--- src/rtl/dram_ctrl_pkg.sv ---
package dram_ctrl_pkg;

  typedef enum logic [2:0] {
    S_IDLE,    // row closed, waiting
    S_ROW,     // row strobe low, row address on bus
    S_COL,     // column strobe low
    S_CGAP,    // column strobe high, completes page cycle
    S_OPEN,    // row open, waiting for a page hit
    S_PRE,     // row strobe high, write-back before next row
    S_REF,     // row-strobe-only refresh
    S_REFPRE   // write-back after refresh
  } seq_state_e;

  function automatic int max4(input int a, input int b, input int c, input int d);
    int m;
    m = a;
    if (b > m) m = b;
    if (c > m) m = c;
    if (d > m) m = d;
    return m;
  endfunction

endpackage

--- src/rtl/dram_refresh_timer.sv ---
module dram_refresh_timer #(
  parameter int INTERVAL = 390
) (
  input  logic clk,
  input  logic rst_n,
  input  logic ack,
  output logic pend
);
  localparam int CW = $clog2(INTERVAL + 1);

  logic [CW-1:0] cnt;
  logic          tick;

  assign tick = (cnt == CW'(INTERVAL - 1));

  always_ff @(posedge clk) begin
    if (!rst_n) begin
      cnt  <= '0;
      pend <= 1'b0;
    end else begin
      cnt <= tick ? '0 : cnt + 1'b1;
      if (tick)     pend <= 1'b1;
      else if (ack) pend <= 1'b0;
    end
  end

  // a new interval must never arrive while the previous refresh still waits
  AST_NO_LOST_REFRESH: assert property (@(posedge clk) disable iff (!rst_n)
    tick |-> (!pend || ack));

endmodule

--- src/rtl/dram_seq.sv ---
module dram_seq
  import dram_ctrl_pkg::*;
#(
  parameter int HALF  = 8,
  parameter int T_RAS = 5,
  parameter int T_CAS = 1,
  parameter int T_RW  = 3,
  parameter int T_PC  = 3
) (
  input  logic              clk,
  input  logic              rst_n,
  input  logic              req_valid,
  output logic              req_ready,
  input  logic              req_write,
  input  logic [2*HALF-1:0] req_addr,
  input  logic              req_wdata,
  output logic              rdata,
  output logic              rdata_valid,
  input  logic              ref_pend,
  output logic              ref_ack,
  output logic [HALF-1:0]   dram_addr,
  output logic              dram_ras_n,
  output logic              dram_cas_n,
  output logic              dram_we_n,
  output logic              dram_din,
  input  logic              dram_dout
);
  localparam int T_GAP = (T_PC > T_CAS) ? (T_PC - T_CAS) : 1;
  localparam int TMAX  = max4(T_RAS, T_CAS, T_RW, T_GAP);
  localparam int CW    = $clog2(TMAX + 1);

  function automatic logic [HALF-1:0] row_of(input logic [2*HALF-1:0] a);
    return a[2*HALF-1:HALF];
  endfunction

  function automatic logic [HALF-1:0] col_of(input logic [2*HALF-1:0] a);
    return a[HALF-1:0];
  endfunction

  seq_state_e      st;
  logic [CW-1:0]   cnt;
  logic [HALF-1:0] cur_row, cur_col, ref_row;
  logic            cur_we, cur_d, miss_wait;

  // named internal events
  logic accept, page_hit, phase_done;
  assign accept     = req_valid && req_ready;
  assign page_hit   = (row_of(req_addr) == cur_row);
  assign phase_done = (cnt == '0);
  assign ref_ack    = (st == S_IDLE) && ref_pend;

  assign req_ready  = ((st == S_IDLE) || (st == S_OPEN)) && !ref_pend;
  assign dram_ras_n = !((st == S_ROW) || (st == S_COL) || (st == S_CGAP) ||
                        (st == S_OPEN) || (st == S_REF));
  assign dram_cas_n = (st != S_COL);
  assign dram_we_n  = !((st == S_COL) && cur_we);
  assign dram_din   = cur_d;
  assign dram_addr  = (st == S_REF) ? ref_row : ((st == S_COL) ? cur_col : cur_row);

  always_ff @(posedge clk) begin
    if (!rst_n) begin
      st          <= S_IDLE;
      cnt         <= '0;
      cur_row     <= '0;
      cur_col     <= '0;
      ref_row     <= '0;
      cur_we      <= 1'b0;
      cur_d       <= 1'b0;
      miss_wait   <= 1'b0;
      rdata       <= 1'b0;
      rdata_valid <= 1'b0;
    end else begin
      rdata_valid <= 1'b0;
      if (accept) begin
        cur_row <= row_of(req_addr);
        cur_col <= col_of(req_addr);
        cur_we  <= req_write;
        cur_d   <= req_wdata;
      end
      case (st)
        S_IDLE: begin
          if (ref_pend) begin
            st  <= S_REF;
            cnt <= CW'(T_RAS - 1);
          end else if (accept) begin
            st  <= S_ROW;
            cnt <= CW'(T_RAS - 1);
          end
        end
        S_ROW: begin
          if (phase_done) begin
            st  <= S_COL;
            cnt <= CW'(T_CAS - 1);
          end else cnt <= cnt - 1'b1;
        end
        S_COL: begin
          if (phase_done) begin
            if (!cur_we) begin
              rdata       <= dram_dout;
              rdata_valid <= 1'b1;
            end
            st  <= S_CGAP;
            cnt <= CW'(T_GAP - 1);
          end else cnt <= cnt - 1'b1;
        end
        S_CGAP: begin
          if (phase_done) st <= S_OPEN;
          else cnt <= cnt - 1'b1;
        end
        S_OPEN: begin
          if (ref_pend) begin
            st        <= S_PRE;
            cnt       <= CW'(T_RW - 1);
            miss_wait <= 1'b0;
          end else if (accept) begin
            if (page_hit) begin
              st  <= S_COL;
              cnt <= CW'(T_CAS - 1);
            end else begin
              st        <= S_PRE;
              cnt       <= CW'(T_RW - 1);
              miss_wait <= 1'b1;
            end
          end
        end
        S_PRE: begin
          if (phase_done) begin
            if (miss_wait) begin
              st        <= S_ROW;
              cnt       <= CW'(T_RAS - 1);
              miss_wait <= 1'b0;
            end else st <= S_IDLE;
          end else cnt <= cnt - 1'b1;
        end
        S_REF: begin
          if (phase_done) begin
            st      <= S_REFPRE;
            cnt     <= CW'(T_RW - 1);
            ref_row <= ref_row + 1'b1;
          end else cnt <= cnt - 1'b1;
        end
        S_REFPRE: begin
          if (phase_done) st <= S_IDLE;
          else cnt <= cnt - 1'b1;
        end
        default: st <= S_IDLE;
      endcase
    end
  end

  AST_CAS_UNDER_RAS: assert property (@(posedge clk) disable iff (!rst_n)
    !dram_cas_n |-> !dram_ras_n);
  AST_ROW_ADDR_HELD: assert property (@(posedge clk) disable iff (!rst_n)
    (st == S_ROW && $past(st) == S_ROW) |-> $stable(dram_addr));
  AST_RVALID_PULSE: assert property (@(posedge clk) disable iff (!rst_n)
    rdata_valid |=> !rdata_valid);
  AST_REF_BLOCKS_HOST: assert property (@(posedge clk) disable iff (!rst_n)
    ref_pend |-> !req_ready);
  AST_REF_FROM_CLOSED: assert property (@(posedge clk) disable iff (!rst_n)
    ref_ack |-> dram_ras_n);
  AST_BUSY_AFTER_ACCEPT: assert property (@(posedge clk) disable iff (!rst_n)
    accept |=> !req_ready);

endmodule

--- src/rtl/dram_ctrl.sv ---
module dram_ctrl #(
  parameter int ADDR_W       = 16,
  parameter int T_RAS        = 5,
  parameter int T_CAS        = 1,
  parameter int T_RW         = 3,
  parameter int T_PC         = 3,
  parameter int REF_INTERVAL = 390
) (
  input  logic                clk,
  input  logic                rst_n,
  input  logic                req_valid,
  output logic                req_ready,
  input  logic                req_write,
  input  logic [ADDR_W-1:0]   req_addr,
  input  logic                req_wdata,
  output logic                rdata,
  output logic                rdata_valid,
  output logic [ADDR_W/2-1:0] dram_addr,
  output logic                dram_ras_n,
  output logic                dram_cas_n,
  output logic                dram_we_n,
  output logic                dram_din,
  input  logic                dram_dout
);
  localparam int HALF = ADDR_W / 2;

  logic ref_pend, ref_ack;

  dram_refresh_timer #(.INTERVAL(REF_INTERVAL)) u_timer (
    .clk  (clk),
    .rst_n(rst_n),
    .ack  (ref_ack),
    .pend (ref_pend)
  );

  dram_seq #(
    .HALF (HALF),
    .T_RAS(T_RAS),
    .T_CAS(T_CAS),
    .T_RW (T_RW),
    .T_PC (T_PC)
  ) u_seq (
    .clk        (clk),
    .rst_n      (rst_n),
    .req_valid  (req_valid),
    .req_ready  (req_ready),
    .req_write  (req_write),
    .req_addr   (req_addr),
    .req_wdata  (req_wdata),
    .rdata      (rdata),
    .rdata_valid(rdata_valid),
    .ref_pend   (ref_pend),
    .ref_ack    (ref_ack),
    .dram_addr  (dram_addr),
    .dram_ras_n (dram_ras_n),
    .dram_cas_n (dram_cas_n),
    .dram_we_n  (dram_we_n),
    .dram_din   (dram_din),
    .dram_dout  (dram_dout)
  );

endmodule

--- config.mk ---
export PLATFORM = sky130hd
export DESIGN_NAME = dram_ctrl
export DESIGN_NICKNAME = d
export VERILOG_FILES = /design/src/rtl/dram_ctrl_pkg.sv /design/src/rtl/dram_refresh_timer.sv /design/src/rtl/dram_seq.sv /design/src/rtl/dram_ctrl.sv
export SDC_FILE = /design/constraint.sdc
export NUM_CORES = 1
export LEC_CHECK = 0
export CAP_MARGIN = 20
export CORE_ASPECT_RATIO = 1.25
export CORE_MARGIN = 5
export CORE_UTILIZATION = 57
export CTS_CLUSTER_DIAMETER = 200
export DETAILED_ROUTE_END_ITERATION = 16
export PLACE_DENSITY_LB_ADDON = 0.2
export SLEW_MARGIN = 20
export SYNTH_ARGS = -nofsm -noshare
export SYNTH_HDL_FRONTEND = slang
export SYNTH_SLANG_ARGS = --single-unit
--- constraint.sdc ---
create_clock -name clk -period 3 [get_ports clk]
set_clock_uncertainty 0.1 [all_clocks]
set_input_delay 0.6 -clock clk [delete_from_list [all_inputs] [get_ports clk]]
set_output_delay 0.6 -clock clk [all_outputs]
set_load 0.05 [all_outputs]
==> results of run 1 <==
metrics by stage:
| step | worst slack [ns] | hold slack [ns] | util (%) | power, mW |
|---|---|---|---|---|
| final | 0.3963 | 0.3559 | 69.17 | 2.120 |
| after detailed placement | 0.5627 | 0.3459 | 67.12 | 1.760 |
| after global routing | 0.2931 | 0.3750 | 69.17 | 2.260 |
| after floorplan | 0.3328 | 0.3344 | - | 1.533 |
| after global placement | 0.5742 | 0.3398 | 67.12 | 1.748 |
| after CTS | 0.3761 | 0.3578 | 69.17 | 2.128 |
layout by cell type, fill, tap and decap left out, drive strengths merged, types with 9 or more instances in the layout:
master	count
xor2	9
nand4	12
buf	15
mux2i	9
nand3	9
a21boi	20
o21ai	20
clkdlybuf4s50	26
and2	10
nor2	16
xnor2	14
nand2	57
dfxtp	45
final cells by class:
cell class	instances	area [um^2]
clock inverters	2	10.01
flip-flops and latches	45	900.9
multi-input cells	218	1338
fillers	375	1244
clock buffers	6	72.57
repair buffers	41	372.9
well taps	56	70.07
inverters	7	26.28
logic make-up (layout without fill, tap and decap cells):
family                   after synthesis  after routing
AO/OA/AOI/OAI                         59             59
XOR/XNOR                              23             23
adder cells (fa/ha/maj)                5              5
buffers and inverters                 24             56
flip-flops                            45             45
multiplexers                           9              9
AND/OR/NAND/NOR                      122            122
critical path, delay by kind of cell (launching register included):
family | cells | cell delay (ns)
buffers and inverters | 1 | 0.83
AND/OR/NAND/NOR | 1 | 0.29
AO/OA/AOI/OAI | 1 | 0.18
flip-flops | 1 | 0.31
power breakdown:
group	leakage [nW]	switching [mW]	internal, mW
clock	0.0450	0.202	0.162
combinational	0.648	0.667	0.354
sequential	0.367	0.0562	0.678
flip-flops by register name, indices dropped and copies added, names as in the netlist:
register	cells
u_seq.st	3
u_seq.miss_wait	1
u_seq.ref_row	8
u_seq.dram_din	1
u_seq.rdata	1
u_timer.cnt	9
u_timer.pend	1
u_seq.cur_col	8
u_seq.cur_row	8
u_seq.rdata_valid	1
u_seq.cnt	3
u_seq.cur_we	1
layer usage:
layer | global-route usage, % | routed length [um] | vias to the layer above
li1 | - | - | 1040
met1 | 23.85 | 2254 | 950
met2 | 34.96 | 2579 | 56
met3 | 4.514 | 239 | 7
met4 | 7.099 | 74 | 0
met5 | 0 | 0 | -
worst max path at each step:
| stage | endpoint | cells after the start |
|---|---|---|
| floorplan | dram_addr[3] | 4 |
| global placement | u_seq.st[1] | 6 |
| detailed placement | u_seq.st[1] | 6 |
| CTS | dram_ras_n | 3 |
| global route | dram_ras_n | 3 |
| finish | dram_ras_n | 3 |
==> Flow_metrics.wiki, run 1 <==
{| class="wikitable"
! Metric !! Value
|-
| Number of different library cells in the post-synthesis netlist || 44
|-
| Grt total ovfl || 0
|-
| Core outline area || 4034 um^2
|-
| Worst setup path startpoint || u_seq.st[0]
|-
| Post-synthesis share of cell area spent on and, or, nand and nor gates || 25.20%
|-
| DIE WIDTH || 67.54 um
|-
| Remaining antenna violation count || 0
|-
| Sequential area share after synthesis || 38.20%
|-
| Routed length per placed instance || 13.73 um
|-
| Hold_buf cts || 0
|-
| Number of placement rows || 26
|-
| Final GP Congestion || 0.8898
|-
| TritonCTS clock tree || yes
|-
| Hpwl dp || 3703 um
|-
| Initial cell density of the core || 58.47%
|-
| DIE AREA || 5532 um^2
|-
| Share of the synthesized area in the top cell type || 38.20%
|-
| Synthesized area per cell || 8.218 um^2
|-
| Start point of the worst min-delay path || u_seq.cur_col[5]
|-
| Hold violation total from the final report || 0
|-
| Setup bufs post-CTS || 0
|-
| Area share of xor/xnor cells in the synthesized design || 8.541%
|-
| Max-capacitance violation count || 0
|-
| Die H || 81.92 um
|-
| CTS buffer count || 5
|-
| Count of buffers from port buffering || 36
|-
| Worst setup path class || flip-flop to primary output
|-
| Count of antenna diodes in the layout || 0
|-
| Count of vias placed by the detailed router || 2053
|-
| Global Route Usage Sum || 20.10%
|-
| Later-pin clock latency in the skew report || 0.30 ns
|-
| Sequence of cells on the critical path || or2_1 > o21ai_0 > clkdlybuf4s50_1
|-
| Static power due to leakage || 1.060 nW
|-
| Setup total negative slack || 0 ns
|-
| Unrepaired setup endpoints after global routing || no
|-
| Number of clock sinks || 45
|-
| Critical path's slowest cell || sky130_fd_sc_hd__clkdlybuf4s50_1
|-
| Number of warning messages in the yosys log || 0
|-
| Via count normalized by instance count || 5.475
|-
| Ys flop type || sky130_fd_sc_hd__dfxtp_1
|-
| Synth-to-Final Area Change || 18.30%
|-
| Worst min-delay path endpoint || u_seq.cur_col[5]
|-
| Number of standard cells in the layout, taps in and fillers out || 375
|-
| Leading cell type by number of instances after synthesis || sky130_fd_sc_hd__nand2_1
|-
| Bufs on Longest Clock Path || 2
|-
| Final setup fails || 0
|-
| I/O pins || 37
|-
| Data arrival time of the critical path || 1.90 ns
|-
| Initial antenna violation count || 0
|-
| FF-to-FF End || u_seq.ref_row[7]
|-
| Post-synthesis instance total || 287
|-
| Pin count of the biggest net entering global routing || 21
|-
| Leading post-synthesis cells by cell area || sky130_fd_sc_hd__dfxtp_1, sky130_fd_sc_hd__nand2_1, sky130_fd_sc_hd__a21boi_1
|-
| Peak supply drop || 0.3563 mV
|-
| Capturing element type of the critical path || primary output
|-
| Hold depth || 2
|-
| Clk pin slew, worst setup/hold paths || 0.08 ns
|-
| Mapped Area || 2359 um^2
|-
| Syn nets || 314
|-
| Placed cells || 367
|-
| Actual slew at the worst max-slew pin || 0.7203 ns
|-
| Setup slack of the worst register-to-register path || 1.02 ns
|-
| Slew HR || 51.98%
|-
| Violation count after the first detailed-route iteration || 202
|-
| Fraction of synthesis flops using an asynchronous set or reset pin || 0%
|-
| Highest net fanout along the worst path || 4
|-
| Share of post-route cells with drive strength above 1 || 8.464%
|-
| Clock root cell || sky130_fd_sc_hd__clkbuf_8
|-
| CTS HTree Levels || 2
|-
| Final design area excluding fillers || 2790 um^2
|-
| Total of flip-flops plus latches after synthesis || 45
|-
| DR pass1 iterations || 4
|-
| Via count of the first global-routing pass || 1941
|-
| Final number of max-transition violations || 0
|-
| Worst R2R Start || u_seq.cnt[0]
|-
| Total number of nets in the final design || 345
|-
| Largest area contributor in the netlist || sky130_fd_sc_hd__dfxtp_1
|-
| Crit path largest cell delay || 0.83 ns
|-
| Synth Area in Compound Gates || 16.50%
|-
| Worst min-delay path category || flip-flop to flip-flop
|-
| Status || completed
|-
| Placement-stage cell area || 2708 um^2
|-
| Required time worst endpoint || 2.30 ns
|-
| Period utilisation layout || 86.79%
|-
| Power Density || 759.7 nW/um^2
|-
| Adder and majority gate portion of the synthesized area || 2.653%
|-
| Dominant combinational cell family by area after synthesis || simple AND/OR/NAND/NOR gates
|-
| EDFF count, synth || 0
|-
| CP Launch Type || flip-flop
|-
| Count of cells along the worst register-to-register path || 7
|-
| PostCTS Resize Cnt || 0
|-
| Overall routed net length || 5147 um
|-
| Multiplexer fraction of the synthesized cell area || 3.820%
|-
| Final period demand of the worst path || 2.604 ns
|-
| Top cells by count, synth || sky130_fd_sc_hd__nand2_1, sky130_fd_sc_hd__dfxtp_1, sky130_fd_sc_hd__a21boi_1
|-
| Maximum frequency from static timing analysis || 384.1 MHz
|-
| Number of DRC violations after detailed routing || 0
|-
| Global-route wire length before repair || 8493 um
|}
(Power assumes the default switching activity.)
==> run 2, diff against run 1 <==
Settings changed: CTS_CLUSTER_DIAMETER 200 to 100.
==> results of run 2 <==
Final layout, timing and power as in run 1 (identical DEF).
